[config.mk]
export PLATFORM = sky130hd
export DESIGN_NAME = send_admit
export DESIGN_NICKNAME = d
export VERILOG_FILES = /design/src/rtl/send_admit_pkg.sv /design/src/rtl/send_admit_credit.sv /design/src/rtl/send_admit_fsm.sv /design/src/rtl/send_admit.sv
export SDC_FILE = /design/constraint.sdc
export NUM_CORES = 1
export LEC_CHECK = 0
export CORE_ASPECT_RATIO = 1.5
export CORE_MARGIN = 3
export CORE_UTILIZATION = 44
export DETAILED_ROUTE_END_ITERATION = 7
export DONT_BUFFER_PORTS = 1
export GPL_TIMING_DRIVEN = 0
export SLEW_MARGIN = 40
export SYNTH_ARGS = -nofsm -noshare
export SYNTH_HDL_FRONTEND = slang
export SYNTH_SLANG_ARGS = --single-unit
[constraint.sdc]
create_clock -name clk -period 3.4 [get_ports clk]
set_clock_uncertainty 0.1 [all_clocks]
set_input_delay 0.17 -clock clk [delete_from_list [all_inputs] [get_ports clk]]
set_output_delay 0.17 -clock clk [all_outputs]
set_load 0.05 [all_outputs]
[src/rtl/send_admit_pkg.sv]
package send_admit_pkg;

    typedef enum logic [1:0] {
        ST_HDR  = 2'd0,
        ST_PASS = 2'd1,
        ST_DROP = 2'd2
    } sa_state_e;

endpackage

[src/rtl/send_admit_credit.sv]
module send_admit_credit #(
    parameter int FIFO_BEATS = 1024,
    parameter int CNT_W      = 11,
    parameter int BEAT_W     = 12
) (
    input  logic              clk,
    input  logic              rst_n,
    input  logic              take,
    input  logic [BEAT_W-1:0] take_beats,
    input  logic              give,
    output logic [CNT_W-1:0]  free_beats
);

    logic [31:0] sub_amt;
    logic [31:0] add_amt;

    always_comb begin
        sub_amt = take ? 32'(take_beats) : 32'd0;
        add_amt = give ? 32'd1 : 32'd0;
    end

    always_ff @(posedge clk or negedge rst_n) begin
        if (!rst_n) begin
            free_beats <= CNT_W'(FIFO_BEATS);
        end else begin
            free_beats <= CNT_W'(32'(free_beats) - sub_amt + add_amt);
        end
    end

endmodule

[src/rtl/send_admit_fsm.sv]
module send_admit_fsm
    import send_admit_pkg::*;
#(
    parameter int DATA_W = 128,
    parameter int ADDR_W = 32,
    parameter int TAG_W  = 8,
    parameter int BEAT_W = 12,
    parameter int CNT_W  = 11
) (
    input  logic              clk,
    input  logic              rst_n,
    input  logic              in_valid,
    input  logic [DATA_W-1:0] in_data,
    input  logic [BEAT_W-1:0] hdr_beats,
    input  logic [ADDR_W-1:0] hdr_addr,
    input  logic [TAG_W-1:0]  hdr_tag,
    input  logic [CNT_W-1:0]  free_beats,
    output sa_state_e         state,
    output logic              grant,
    output logic              fifo_wr_en,
    output logic [DATA_W-1:0] fifo_wr_data,
    output logic              note_valid,
    output logic [ADDR_W-1:0] note_addr,
    output logic [TAG_W:0]    note_data
);

    sa_state_e         state_d;
    logic [BEAT_W-1:0] remain_q;
    logic              hdr_fire;
    logic              fits;
    logic              last_beat;

    always_comb begin
        hdr_fire  = (state == ST_HDR) && in_valid;
        fits      = (hdr_beats != '0) && (32'(hdr_beats) <= 32'(free_beats));
        grant     = hdr_fire && fits;
        last_beat = in_valid && (remain_q == BEAT_W'(1));
        state_d   = state;
        unique case (state)
            ST_HDR: begin
                if (hdr_fire && (hdr_beats != '0)) begin
                    state_d = fits ? ST_PASS : ST_DROP;
                end
            end
            ST_PASS, ST_DROP: begin
                if (last_beat) begin
                    state_d = ST_HDR;
                end
            end
            default: state_d = ST_HDR;
        endcase
    end

    // state register and payload beat counter
    always_ff @(posedge clk or negedge rst_n) begin
        if (!rst_n) begin
            state    <= ST_HDR;
            remain_q <= '0;
        end else begin
            state <= state_d;
            if (hdr_fire) begin
                remain_q <= hdr_beats;
            end else if (in_valid && (state != ST_HDR)) begin
                remain_q <= remain_q - BEAT_W'(1);
            end
        end
    end

    // registered outputs
    always_ff @(posedge clk or negedge rst_n) begin
        if (!rst_n) begin
            fifo_wr_en   <= 1'b0;
            fifo_wr_data <= '0;
            note_valid   <= 1'b0;
            note_addr    <= '0;
            note_data    <= '0;
        end else begin
            fifo_wr_en <= (state == ST_PASS) && in_valid;
            note_valid <= hdr_fire;
            if ((state == ST_PASS) && in_valid) begin
                fifo_wr_data <= in_data;
            end
            if (hdr_fire) begin
                note_addr <= hdr_addr;
                note_data <= {fits, hdr_tag};
            end
        end
    end

endmodule

[src/rtl/send_admit.sv]
module send_admit
    import send_admit_pkg::*;
#(
    parameter int  BEAT_BYTES = 16,
    parameter int  FIFO_BYTES = 16384,
    parameter int  LEN_W      = 16,
    parameter int  ADDR_W     = 32,
    parameter int  TAG_W      = 8,
    localparam int DATA_W     = BEAT_BYTES * 8,
    localparam int NOTE_W     = TAG_W + 1
) (
    input  logic              clk,
    input  logic              rst_n,
    input  logic              in_valid,
    input  logic [DATA_W-1:0] in_data,
    input  logic              fifo_pop,
    output logic              fifo_wr_en,
    output logic [DATA_W-1:0] fifo_wr_data,
    output logic              note_valid,
    output logic [ADDR_W-1:0] note_addr,
    output logic [NOTE_W-1:0] note_data
);

    localparam int BEAT_SHIFT = $clog2(BEAT_BYTES);
    localparam int BEAT_W     = LEN_W - BEAT_SHIFT;
    localparam int FIFO_BEATS = FIFO_BYTES / BEAT_BYTES;
    localparam int CNT_W      = $clog2(FIFO_BEATS + 1);
    localparam int ADDR_LSB   = LEN_W;
    localparam int TAG_LSB    = LEN_W + ADDR_W;

    logic [LEN_W-1:0]  hdr_len;
    logic [BEAT_W-1:0] hdr_beats;
    logic [ADDR_W-1:0] hdr_addr;
    logic [TAG_W-1:0]  hdr_tag;
    logic [CNT_W-1:0]  free_beats;
    logic              grant;
    sa_state_e         st;

    always_comb begin
        hdr_len   = in_data[LEN_W-1:0];
        hdr_beats = hdr_len[LEN_W-1:BEAT_SHIFT];
        hdr_addr  = in_data[ADDR_LSB +: ADDR_W];
        hdr_tag   = in_data[TAG_LSB +: TAG_W];
    end

    send_admit_credit #(
        .FIFO_BEATS(FIFO_BEATS),
        .CNT_W     (CNT_W),
        .BEAT_W    (BEAT_W)
    ) u_credit (
        .clk       (clk),
        .rst_n     (rst_n),
        .take      (grant),
        .take_beats(hdr_beats),
        .give      (fifo_pop),
        .free_beats(free_beats)
    );

    send_admit_fsm #(
        .DATA_W(DATA_W),
        .ADDR_W(ADDR_W),
        .TAG_W (TAG_W),
        .BEAT_W(BEAT_W),
        .CNT_W (CNT_W)
    ) u_fsm (
        .clk         (clk),
        .rst_n       (rst_n),
        .in_valid    (in_valid),
        .in_data     (in_data),
        .hdr_beats   (hdr_beats),
        .hdr_addr    (hdr_addr),
        .hdr_tag     (hdr_tag),
        .free_beats  (free_beats),
        .state       (st),
        .grant       (grant),
        .fifo_wr_en  (fifo_wr_en),
        .fifo_wr_data(fifo_wr_data),
        .note_valid  (note_valid),
        .note_addr   (note_addr),
        .note_data   (note_data)
    );

endmodule

==> impl.org <==
** Critical path
- The critical path goes through inv_2, ha_4, nand4b_4, buf_6, nor4_4, nor3_4, buf_6, nor2_4, buf_4, nand2_4, ha_4, ha_4, or2_4, o31a_1, a31o_4, a21oi_2, xnor2_1.
- Top Family by Delay on Critical Path :: simple AND/OR/NAND/NOR gates
- Together, buffers and inverters on the worst path number 4.
- On the critical path, the stage with the largest delay is an instance of sky130_fd_sc_hd__dfstp_2.
- Most prevalent standard cell on the critical path :: sky130_fd_sc_hd__ha_4
- Data arrival time of the critical path :: 3.92 ns
- The largest single stage delay on the critical path is 0.54 ns.
- By startpoint and endpoint, the worst setup path is classified as flip-flop to flip-flop.
- Type of element launching the critical path :: flip-flop
- Required time reported for the critical path endpoint :: 3.64 ns
- The worst setup path is captured at a flip-flop.
- Peak fanout along the critical path :: 7

** Synthesis
- The number of nets handed over by synthesis was 759.
- Top flip-flop cell by instance count after synthesis :: sky130_fd_sc_hd__dfrtp_1
- Count of flip-flops with a built-in enable after synthesis :: 0
- Cell area after synthesis :: 8340 um2
- Post-synth ARST share :: 1.00
- The share of synthesized area in the top cell type comes to 0.585.
- Sequential share of the synthesized area :: 0.588
- Mean cell area of the mapped netlist :: 14.1 um2
- In the post-synthesis netlist, the cell with the most instances is sky130_fd_sc_hd__dfrtp_1.
- Commonest cells post-synth :: sky130_fd_sc_hd__dfrtp_1, sky130_fd_sc_hd__mux2_2, sky130_fd_sc_hd__ha_1
- Yosys warns :: 0
- After synthesis, the netlist uses 48 different library cells.
- In this run, synthesis produced a sequential element count of 196.
- Post-synth top area cell :: sky130_fd_sc_hd__dfrtp_1
- Number of standard cells after synthesis :: 591
- Top cells by area in the synthesized netlist :: sky130_fd_sc_hd__dfrtp_1, sky130_fd_sc_hd__mux2_2, sky130_fd_sc_hd__ha_1

** Drt
- In this run, the number of DRC markers left after iteration 0 of detailed routing was 326.
- For this run, design rule violations remaining after detail routing come to 0.
- First-pass DRT Iterations :: 4
- Via/cell ratio :: 5.39
- For this block, the routed nets add up to 21700 um of wire.
- Number of antenna-violating nets in the routed design :: 0
- The routed layout has 5502 vias.
- In the final routed layout, each cell accounts on average for 21.2 um.

** GRT
- Antenna violations before repair :: 1
- For this run the aggregate overflow at the end of global routing stands at 0.
- The via count of the first global-routing pass is 5935.
- Maximum number of pins on one net before global-route repair :: 197
- In the global route stage, overall resource usage came out at 0.207.
- The first global-routing pass estimated 33400 um of wire.

** Die
- Effective utilization at floorplan :: 0.450
- The floorplan step defined a core boundary enclosing 18500 um2.
- The floorplan has 61 rows.
- 303 I/O pins were placed.
- In this run the vertical extent of the chip is 175 um.
- Full die area :: 20700 um2
- The floorplan step set the die width to 118 um.

** CTS
- Clock tree synthesis inserted a total of 17 buffers.
- CTS Hold Bufs :: 129
- Clk slew on worst S/H paths :: 0.07 ns
- Clock tree synthesis found a total of 196 sinks.
- The tree is rooted in a sky130_fd_sc_hd__clkbuf_16.
- At the later pin of the worst-skew pair, clock insertion delay measures 0.42 ns.
- Number of buffers between clock root and the deepest sink :: 2
- H-Tree Depth :: 4
- CTS tree :: built

** Run status
- The run finished, with violations left.
- The final reports fail on hold timing, setup timing.

** Final layout
- Number of nets at the end of the flow :: 924
- From synthesis to final layout, the design area changed by 32.5%.
- Layout cell share with drive strength beyond 1 :: 0.376

** Timing
- Setup violations remaining at the end of the flow were counted as 6.
- At the pin with the least slew margin, the transition time is 0.784 ns.
- Final TNS setup :: -0.987 ns
- The final max-slew violation count was 0.
- Setup repair after global routing could not meet its margin everywhere.
- In the post-route analysis, the smallest setup slack over all paths is -0.272 ns.
- The smallest clock period supported by the final layout is computed as 3.67 ns.
- Normalized max-slew margin :: 0.477
- Static timing analysis puts the maximum clock frequency at 272 MHz.
- Dividing the final minimum period by the clock period gives 1.08.
- Smallest hold slack :: -0.668 ns
- Hold Violations, Final :: 196

** Place
- The count of buffers added on input and output ports is 0.
- The congestion estimate from routability-driven global placement came to 0.763.
- The wire-length estimate of the detail-placed layout is 14900 um.

** Min path
- The worst hold path belongs to the class input port to async pin.

** Flow run
- Max-capacitance violation count :: 0
metal layers:
metal  share of wire  wire [um]  track usage  vias to the layer above
li1                -          -            -                     2448
met2            0.58      12500        0.403                      223
met5               0          0            0                        -
met4           0.026        554       0.0749                        0
met1            0.32       7040        0.198                     2792
met3           0.073       1580       0.0703                       39
sequential cells by signal (all words and copies together) (netlist names):
register and flops:
u_fsm.fifo_wr_data 128, u_fsm.state 2, u_fsm.fifo_wr_en 1, u_fsm.note_valid 1, u_fsm.note_data 9, u_fsm.remain_q 12
u_fsm.note_addr 32, u_credit.free_beats 11
area by class of cell:
class	count	area (um2)
buffer	21	96.3
sequential	196	4910
inverter	29	109
fill	1453	7500
clock buffer	17	425
tap	252	315
antenna	1	2.50
timing repair buffer	147	1440
multi-input combinational	344	3620
clock inverter	14	143
logic make-up after synthesis:
logic type | count (synthesis) | share of synthesized area
and+or+nand+nor | 69 | 0.0456
AOI/OAI and AO/OA | 60 | 0.0483
xor gates and xnor gates | 11 | 0.0115
adders and majority gates | 36 | 0.0549
DFF | 196 | 0.588
buffers and inverters | 51 | 0.0250
muxes | 168 | 0.227
worst reg2reg max path: cells and delay by family (launching register included):
kind            cells  cell delay, ns
flops               1            0.54
compound gates      3            0.50
xor+xnor            1            0.13
buf+inv             4            0.57
simple gates        6            1.00
fa+ha+maj           3            0.76
stage by stage:
step                      area (um2)   util  worst slack, ns  std cells
after floorplan                 8400      -          -0.0160        591
after global placement          8710  0.470           -0.466        843
after detailed placement        8710  0.470           -0.585        843
after CTS                      10800  0.584           -0.329       1013
after global routing           11100  0.596           -0.423       1021
final                          11100  0.596           -0.272       1021
what timing repair did:
| item | CTS | global route |
|---|---|---|
| setup buffers | 12 | 8 |
| resized for setup | 22 | 29 |
| setup endpoints to repair | 7 | 7 |
| hold endpoints to repair | 378 | 196 |
| pin swaps | 24 | 22 |
| gates cloned | 0 | 0 |
placed cells by master (no fill, tap or decap), drive strengths merged, types with 9 or more instances in the layout:
cell type and instances:
o21ai 11, clkbuf 21, nor2 12, dlygate4sd3 129
inv 34, mux2 167, ha 35, buf 35
dfrtp 195, xnor2 9, nor3 12, nand2 21
a21oi 16
path summary, 6_finish.rpt:
path	from	endpoint	slack, ns	cells after the start
max	u_credit.free_beats[10]	u_credit.free_beats[9]	-0.27	17
min	rst_n	u_fsm.fifo_wr_data[117]	-0.67	0
max reg2reg	u_credit.free_beats[10]	u_credit.free_beats[9]	-0.27	17
min reg2reg	u_fsm.state[1]	u_fsm.state[1]	0.40	1
max in group asynchronous	rst_n	u_credit.free_beats[10]	3.42	0
min in group clk	in_data[8]	u_credit.free_beats[5]	0.05	4
Power is left out: the tool's default activity adds up to more than one toggle a clock period on the data nets, which glitch-free logic cannot reach.
